`src/rtl/ptg_pkg.sv`:
```
package ptg_pkg;
  localparam int unsigned PTG_PERIOD_W = 28;
  localparam int unsigned PTG_WIDTH_W  = 8;
endpackage

```
`src/rtl/ptg_period_ctr.sv`:
```
module ptg_period_ctr #(
  parameter int unsigned W = 28
) (
  input  logic         clk,
  input  logic         rst,
  input  logic         en,
  input  logic [W-1:0] reload,
  output logic         wrap
);
  logic [W-1:0] cnt_q;
  logic         at_zero;

  assign at_zero = (cnt_q == '0);
  assign wrap    = en && at_zero;

  always_ff @(posedge clk) begin
    if (rst)         cnt_q <= '0;
    else if (wrap)   cnt_q <= reload;
    else if (en)     cnt_q <= cnt_q - 1'b1;
  end

  // a non-zero enabled count steps down by exactly one
  a_r1_step_down: assert property (@(posedge clk) disable iff (rst)
    (en && !at_zero) |=> (cnt_q == $past(cnt_q) - 1'b1));

  // a wrap loads the reload value presented in that cycle
  a_r2_reload_at_wrap: assert property (@(posedge clk) disable iff (rst)
    wrap |=> (cnt_q == $past(reload)));

  // disabled counter holds
  a_r6_hold_when_off: assert property (@(posedge clk) disable iff (rst)
    !en |=> $stable(cnt_q));
endmodule

```
`src/rtl/ptg_width_ctr.sv`:
```
module ptg_width_ctr #(
  parameter int unsigned W = 8
) (
  input  logic         clk,
  input  logic         rst,
  input  logic         en,
  input  logic         start,
  input  logic [W-1:0] width,
  output logic         busy
);
  logic [W-1:0] cnt_q;

  assign busy = (cnt_q != '0);

  always_ff @(posedge clk) begin
    if (rst)                cnt_q <= '0;
    else if (start)         cnt_q <= width;
    else if (en && busy)    cnt_q <= cnt_q - 1'b1;
  end

  // the count never starts again by itself once it has run out
  a_r8_no_self_start: assert property (@(posedge clk) disable iff (rst)
    (!busy && !start) |=> !busy);

  // a start restarts the count from the load value, even mid-pulse
  a_r5_restart_value: assert property (@(posedge clk) disable iff (rst)
    start |=> (cnt_q == $past(width)));
endmodule

```
`src/rtl/ptg_tick_reg.sv`:
```
module ptg_tick_reg (
  input  logic clk,
  input  logic rst,
  input  logic carry,
  output logic tick
);
  always_ff @(posedge clk) begin
    if (rst) tick <= 1'b0;
    else     tick <= carry;
  end
endmodule

```
`src/rtl/pulse_train_gen.sv`:
```
module pulse_train_gen #(
  parameter int unsigned PERIOD_W = ptg_pkg::PTG_PERIOD_W,
  parameter int unsigned WIDTH_W  = ptg_pkg::PTG_WIDTH_W
) (
  input  logic                clk,
  input  logic                rst,
  input  logic                en,
  input  logic [PERIOD_W-1:0] period_ld,
  input  logic [WIDTH_W-1:0]  width_ld,
  output logic                pulse_out,
  output logic                period_tick
);
  logic wrap_c;

  ptg_period_ctr #(.W(PERIOD_W)) u_period (
    .clk(clk), .rst(rst), .en(en), .reload(period_ld), .wrap(wrap_c)
  );

  ptg_width_ctr #(.W(WIDTH_W)) u_width (
    .clk(clk), .rst(rst), .en(en), .start(wrap_c), .width(width_ld),
    .busy(pulse_out)
  );

  ptg_tick_reg u_tick (
    .clk(clk), .rst(rst), .carry(wrap_c), .tick(period_tick)
  );

  // reset clears the outputs on the following cycle
  a_r7_reset_low: assert property (@(posedge clk)
    rst |=> (!pulse_out && !period_tick));

  // the pulse only rises together with a period tick
  a_r8_rise_with_tick: assert property (@(posedge clk) disable iff (rst)
    $rose(pulse_out) |-> period_tick);

  // the tick is never two cycles wide unless the period is one cycle
  a_r1_single_tick: assert property (@(posedge clk) disable iff (rst)
    (period_tick && $past(period_ld) != '0 && $past(en)) |=> !period_tick);

  // no tick while disabled
  a_r6_no_tick_off: assert property (@(posedge clk) disable iff (rst)
    !en |=> !period_tick);

  // a zero width load leaves the output low in the tick cycle
  a_r4_zero_width: assert property (@(posedge clk) disable iff (rst)
    (wrap_c && width_ld == '0) |=> !pulse_out);
endmodule

```
`config.mk`:
```
export PLATFORM = sky130hd
export DESIGN_NAME = pulse_train_gen
export DESIGN_NICKNAME = d
export VERILOG_FILES = /design/src/rtl/ptg_pkg.sv /design/src/rtl/ptg_period_ctr.sv /design/src/rtl/ptg_width_ctr.sv /design/src/rtl/ptg_tick_reg.sv /design/src/rtl/pulse_train_gen.sv
export SDC_FILE = /design/constraint.sdc
export NUM_CORES = 1
export LEC_CHECK = 0
export BUFFER_PORTS_ARGS = -buffer_cell sky130_fd_sc_hd__buf_2
export CORE_MARGIN = 3
export CORE_UTILIZATION = 25
export DETAILED_ROUTE_END_ITERATION = 12
export GPL_TIMING_DRIVEN = 0
export PLACE_DENSITY = 0.41
export SYNTH_ARGS = -nofsm -noshare
export SYNTH_HDL_FRONTEND = slang
export SYNTH_SLANG_ARGS = --single-unit
```
`constraint.sdc`:
```
create_clock -name clk -period 2.9 [get_ports clk]
set_input_delay 0.87 -clock clk [delete_from_list [all_inputs] [get_ports clk]]
set_output_delay 0.87 -clock clk [all_outputs]
set_load 0.02 [all_outputs]
```
==> impl_metrics.env, run 1 <==
export IMPL_end_kind="output pin"
export IMPL_cts_resized=0
export IMPL_fmax_ghz=0.370
export IMPL_drtIter0Drc=86
export IMPL_io_buffers=39
export IMPL_dieArea_mm2=0.0106
export IMPL_synth_top_area_cell="dfxtp_1"
export IMPL_yosysMostFrequentCell="dfxtp_1"
export IMPL_finalCritPeriodShare_pct=93.3
export IMPL_viasPerCell=5.32
export IMPL_hp_start="u_period.cnt_q[17]$_SDFFE_PP0P_"
export IMPL_status="finished clean"
export IMPL_hold_ws_ns=0.513
export IMPL_syn_avg_cell_area_um2=8.02
export IMPL_crit_fanout=3
export IMPL_synth_edff_count=0
export IMPL_syn_instance_count=292
export IMPL_finalSetupViolations=0
export IMPL_vias=2376
export IMPL_synth_area_leaders="dfxtp_1 (32%), mux2i_1 (5.1%), nor2_1 (4.5%)"
export IMPL_grt_first_pass_wirelength_um=13300
export IMPL_clkPwrFrac_pct=15.3
export IMPL_cts_buffer_depth=2
export IMPL_ir_worst_vdd_v=0.000477
export IMPL_min_path_cells=2
export IMPL_cts_buffers=5
export IMPL_critPathLaunchType="register"
export IMPL_reg2reg_depth=7
export IMPL_worstSkewPairLatency_ns=0.30
export IMPL_holdCritPathClass="register to register"
export IMPL_critPathRequiredTime_ns=2.03
export IMPL_globalRoute_totalOverflow=0
export IMPL_hold_end="u_period.cnt_q[17]$_SDFFE_PP0P_"
export IMPL_antenna_left=0
export IMPL_worstReg2RegEnd="u_period.cnt_q[16]$_SDFFE_PP0P_"
export IMPL_ys_ff_latch=37
export IMPL_swShare_pct=48.2
export IMPL_wirelength_um=8090
export IMPL_synth_adder_area_share_pct=2.14
export IMPL_pwr_share_seq_pct=25.7
export IMPL_synth_top_family_by_area="simple AND/OR/NAND/NOR gates"
export IMPL_initial_utilization_pct=26.3
export IMPL_rows=34
export IMPL_post_cts_buffers=0
export IMPL_slew_headroom_pct=51.2
export IMPL_tightest_slew_ns=0.726
export IMPL_synthXorXnorAreaFrac_pct=2.62
export IMPL_clock_skew_ns=0.00821
export IMPL_p_int_mw=1.87
export IMPL_slew_viol_final=0
export IMPL_cts_tree="yes"
export IMPL_p_switching_mw=1.74
export IMPL_antenna_found_initial=0
export IMPL_cts_sinks=37
export IMPL_reg2reg_slack_ns=0.20
export IMPL_min_period_ns=2.71
export IMPL_combPwrFrac_pct=59.0
export IMPL_die_width_um=103
export IMPL_area_growth_pct=20.1
export IMPL_grt_use_total_pct=16.5
export IMPL_root_buffer="clkbuf_8"
export IMPL_hpwl_um=6070
export IMPL_syn_cell_area_mm2=0.00234
export IMPL_htreeDepth=2
export IMPL_core_area_mm2=0.00889
export IMPL_p_leak_nw=1.15
export IMPL_n_antenna_cell=0
export IMPL_rsz0062_at_grt="no"
export IMPL_grt_pass1_vias=2471
export IMPL_clkTransAtPathRegs_ns=0.08
export IMPL_maxCapViolations=0
export IMPL_drive_gt1_share_pct=19.2
export IMPL_dr_pass1_iters=4
export IMPL_fillers=1006
export IMPL_setup_worst_path_class="register to output pin"
export IMPL_synth_commonest_cells="dfxtp_1 (37), nor2_1 (28), nand2_1 (24)"
export IMPL_ctsHoldBuffers=0
export IMPL_rr_startpoint="u_period.cnt_q[5]$_SDFFE_PP0P_"
export IMPL_nets=381
export IMPL_final_util_pct=31.6
export IMPL_fin_total_pwr_mw=3.60
export IMPL_synthMuxAreaShare_pct=7.86
export IMPL_drcViolationCount=0
export IMPL_fp_dieH_um=103
export IMPL_synth_fp_nets=335
export IMPL_crit_arrival_ns=1.84
export IMPL_grt_max_degree=13
export IMPL_synth_top_area_share_pct=31.6
export IMPL_synth_ff_type="dfxtp_1"
export IMPL_yosys_cell_types_count=54
export IMPL_yosys_warnings=0
export IMPL_yosys_area_share_simple_pct=28.4
export IMPL_async_reset_ff_share_pct=0
export IMPL_gp_congestion=0.817
export IMPL_powerDensity_mw_per_mm2=1280
export IMPL_crit_start="u_width.cnt_q[0]$_SDFFE_PP0P_"
export IMPL_synth_compound_area_share_pct=21.0
export IMPL_ios=41
export IMPL_wl_per_cell_um=18.1
export IMPL_hold_violations=0
export IMPL_ys_seq_area_share_pct=31.6
==> layer usage <==
| layer | vias to the layer above | routed length [um] | GRT usage [%] |
|---|---|---|---|
| met3 | 9 | 421 | 3.18 |
| li1 | 1197 | - | - |
| met2 | 51 | 3610 | 25.9 |
| met4 | 0 | 88 | 3.98 |
| met1 | 1119 | 3970 | 23.3 |
| met5 | - | 0 | 0 |
==> power by group through the flow <==
stage / combinational (mW) / sequential (mW) / clock (mW)
3_5_place_dp: 2.10 / 0.934 / 0
6_report: 2.13 / 0.926 / 0.552
4_1_cts: 2.11 / 0.924 / 0.565
3_3_place_gp: 2.11 / 0.932 / 0
2_1_floorplan: 1.59 / 0.878 / 0
5_1_grt: 2.39 / 0.958 / 0.582
==> cells by family (layout without fill, tap and decap cells) <==
group / after synthesis / count (layout)
buffers and inverters: 35 / 82
XOR/XNOR: 7 / 7
multiplexers: 17 / 17
AND/OR/NAND/NOR: 122 / 122
flip-flops: 37 / 37
adder cells (fa/ha/maj): 4 / 4
AO/OA/AOI/OAI: 70 / 70
==> layout make-up <==
class / count / area, um^2 / area share (%)
inverter: 19 / 71.3 / 2.54
sequential: 37 / 741 / 26.3
clock inverter: 3 / 65.1 / 2.31
multi-input combinational: 220 / 1460 / 51.8
tap: 108 / 135 / 4.81
buffer: 16 / 78.8 / 2.80
timing repair buffer: 39 / 195 / 6.94
clock buffer: 5 / 68.8 / 2.45
==> cells in the final DEF (no fill, tap or decap), types with 6 or more instances in the layout <==
master / count
nor4_1: 8
a21oi_1: 14
buf_2: 41
a211oi_1: 8
clkbuf_1: 10
nand3_1: 12
nand4_1: 9
dfxtp_1: 37
or3_1: 6
nor3_1: 13
nand2_1: 24
nor2_1: 28
mux2i_1: 12
o21ai_0: 13
inv_1: 18
o32ai_1: 6
==> worst max-delay path by stage <==
stage / end / slack (ns) / cells past startpoint
2_1_floorplan: u_period.cnt_q[4]$_SDFFE_PP0P_ / 0.27 / 7
3_3_place_gp: u_period.cnt_q[6]$_SDFFE_PP0P_ / -0.37 / 7
3_5_place_dp: u_period.cnt_q[11]$_SDFFE_PP0P_ / -0.29 / 7
4_1_cts: u_period.cnt_q[6]$_SDFFE_PP0P_ / 0.01 / 7
5_1_grt: u_width.cnt_q[6]$_SDFFE_PP0P_ / 0.02 / 8
6_report: pulse_out / 0.19 / 5
==> critical path, cell delays in order (launching register included) <==
cell and delay [ns]:
dfxtp_1 0.33, inv_1 0.11, ha_1 0.18, or3b_2 0.45
or2_2 0.31, buf_2 0.17
==> sequential cells by signal (all words and copies together) (netlist names) <==
signal	count
u_period.cnt_q	28
u_tick.tick	1
u_width.cnt_q	8
==> metrics by stage <==
step	worst slack, ns	instance area (um^2)	std cells	TNS (ns)
final	0.194	2810	447	0
after global routing	0.0177	2810	447	0
after CTS	0.0102	2810	447	0
after detailed placement	-0.293	2670	439	-5.71
after global placement	-0.368	2670	439	-5.83
after floorplan	0.272	2340	292	0
Power figures use the tool's default switching activity.
==> run 2: changes to the inputs <==
--- a/config.mk
+++ b/config.mk
@@ -5,12 +5,14 @@
 export SDC_FILE = /design/constraint.sdc
 export NUM_CORES = 1
 export LEC_CHECK = 0
+export ABC_AREA = 1
 export BUFFER_PORTS_ARGS = -buffer_cell sky130_fd_sc_hd__buf_2
 export CORE_MARGIN = 3
 export CORE_UTILIZATION = 25
 export DETAILED_ROUTE_END_ITERATION = 12
 export GPL_TIMING_DRIVEN = 0
-export PLACE_DENSITY = 0.41
+export PLACE_DENSITY = 0.4
+export SKIP_CTS_REPAIR_TIMING = 1
 export SYNTH_ARGS = -nofsm -noshare
 export SYNTH_HDL_FRONTEND = slang
 export SYNTH_SLANG_ARGS = --single-unit
==> impl_metrics.env, run 2 <==
export IMPL_root_buffer="clkbuf_8"
export IMPL_synth_ff_type="dfxtp_1"
export IMPL_n_antenna_cell=0
export IMPL_synth_commonest_cells="nand2_1 (139), nor2_1 (93), inv_1 (50)"
export IMPL_nets=570
export IMPL_grt_pass1_vias=2861
export IMPL_grt_max_degree=11
export IMPL_rows=37
export IMPL_critPathLaunchType="register"
export IMPL_ios=41
export IMPL_wirelength_um=9310
export IMPL_gp_congestion=0.838
export IMPL_antenna_left=0
export IMPL_holdCritPathClass="register to register"
export IMPL_clock_skew_ns=0.00560
export IMPL_largest_reg_flops=28
export IMPL_top_register="u_period.cnt_q"
export IMPL_crit_arrival_ns=1.44
export IMPL_synth_edff_count=0
export IMPL_slew_viol_final=0
export IMPL_hpwl_um=7120
export IMPL_syn_cell_area_mm2=0.00279
export IMPL_cts_tree="yes"
export IMPL_finalCritPeriodShare_pct=79.7
export IMPL_largestRegisters="u_period.cnt_q x28, u_width.cnt_q x8, u_tick.tick x1"
export IMPL_worstSkewPairLatency_ns=0.30
export IMPL_dieArea_mm2=0.0124
export IMPL_yosysMostFrequentCell="nand2_1"
export IMPL_min_period_ns=2.31
export IMPL_vias=3014
export IMPL_hold_violations=0
export IMPL_maxCapViolations=0
export IMPL_viasPerCell=4.55
export IMPL_syn_avg_cell_area_um2=5.78
export IMPL_dr_pass1_iters=5
export IMPL_path_buf_inv=3
export IMPL_crit_chain="inv_1, ha_1, nand2_1, nor2_1, inv_1, buf_2"
export IMPL_fillers=1233
export IMPL_io_buffers=38
export IMPL_ys_ff_latch=37
export IMPL_drtIter0Drc=152
export IMPL_htreeDepth=2
export IMPL_area_growth_pct=16.0
export IMPL_finalSetupViolations=0
export IMPL_initial_utilization_pct=26.3
export IMPL_synth_area_leaders="dfxtp_1 (27%), nand2_1 (19%), nor2_1 (13%)"
export IMPL_synth_fp_nets=525
export IMPL_antenna_found_initial=0
export IMPL_status="finished clean"
export IMPL_die_width_um=112
export IMPL_tightest_slew_ns=0.648
export IMPL_final_cell_mix="nand2_1 (139), nor2_1 (93), inv_1 (50)"
export IMPL_syn_instance_count=482
export IMPL_multi_input_area_mm2=0.00175
export IMPL_globalRoute_totalOverflow=0
export IMPL_setup_worst_path_class="register to output pin"
export IMPL_final_common_cell="nand2_1"
export IMPL_slew_headroom_pct=56.8
export IMPL_place_ws_ns=0.561
export IMPL_yosys_warnings=0
export IMPL_cts_sinks=37
export IMPL_drive_gt1_share_pct=15.0
export IMPL_core_area_mm2=0.0106
export IMPL_clkTransAtPathRegs_ns=0.08
export IMPL_rsz0062_at_grt="no"
export IMPL_yosys_cell_types_count=32
export IMPL_drcViolationCount=0
export IMPL_timing_critical_path_mode_cell="inv_1"
export IMPL_cts_buffers=5
export IMPL_crit_fanout=6
export IMPL_wl_per_cell_um=14.0
export IMPL_setup_ws_ns=0.588
export IMPL_setup_tns_ns=0
export IMPL_ys_seq_area_share_pct=26.6
export IMPL_end_kind="output pin"
export IMPL_critPathMaxStageDelay_ns=0.33
export IMPL_crit_family="buffers and inverters"
export IMPL_fmax_ghz=0.433
export IMPL_async_reset_ff_share_pct=0
export IMPL_synth_top_area_cell="dfxtp_1"
export IMPL_synth_top_area_share_pct=26.6
export IMPL_grt_first_pass_wirelength_um=14900
export IMPL_critPathRequiredTime_ns=2.03
export IMPL_cts_buffer_depth=2
export IMPL_slowest_stage="dfxtp_1"
export IMPL_grt_use_total_pct=15.0
export IMPL_fp_dieH_um=112
export IMPL_seqCellArea_um2=741
-- run 2: worst min-delay path, cell delays in order, from the launching register on --
cell     delay [ns]
dfxtp_1        0.33
nand2_1        0.06
a21oi_1        0.06
-- run 2: kinds of logic (layout without fill, tap and decap cells) --
| family | after synthesis | count (layout) | synth area share [%] |
|---|---|---|---|
| and+or+nand+nor | 307 | 307 | 47.7 |
| buffers and inverters | 69 | 114 | 10.6 |
| adders and majority gates | 4 | 4 | 1.80 |
| AOI/OAI and AO/OA | 58 | 58 | 11.1 |
| DFF | 37 | 37 | 26.6 |
| xor gates and xnor gates | 7 | 7 | 2.20 |
-- run 2: per-layer routing --
layer	wire length, um	share of wire (%)	vias to the layer above	global-route usage (%)
met5	0	0	-	0
met3	341	3.7	6	2.61
met4	101	1.1	0	3.65
met2	4310	46	47	24.9
met1	4560	49	1358	20.2
li1	-	-	1603	-
-- run 2: final timing paths --
check | start | end | slack, ns | cells after the start
worst max-delay path | u_width.cnt_q[0]$_SDFFE_PP0P_ | pulse_out | 0.59 | 6
worst min-delay path | u_width.cnt_q[1]$_SDFFE_PP0P_ | u_width.cnt_q[1]$_SDFFE_PP0P_ | 0.49 | 2
worst min register to register | u_width.cnt_q[1]$_SDFFE_PP0P_ | u_width.cnt_q[1]$_SDFFE_PP0P_ | 0.49 | 2
worst max register to register | u_period.cnt_q[0]$_SDFFE_PP0P_ | u_period.cnt_q[22]$_SDFFE_PP0P_ | 0.98 | 9
-- run 2: area by class of cell --
cell class / instances / area share (%)
clock buffer: 7 / 2.67
inverter: 54 / 6.31
sequential: 37 / 22.9
buffer: 15 / 2.86
timing repair buffer: 38 / 5.88
multi-input combinational: 376 / 54.1
tap: 136 / 5.26
-- run 2: metrics by stage --
step                std cells  util (%)  hold WS (ns)  instance area, um^2
global route              663      30.5         0.529                 3230
detailed placement        656      29.7         0.481                 3150
floorplan                 482         -         0.457                 2790
finish                    663      30.5         0.494                 3230
global placement          656      29.7         0.478                 3150
CTS                       663      30.5         0.494                 3230
Power of run 2 is left out: the tool's default activity adds up to more than one toggle a clock period on the data nets, which glitch-free logic cannot reach.
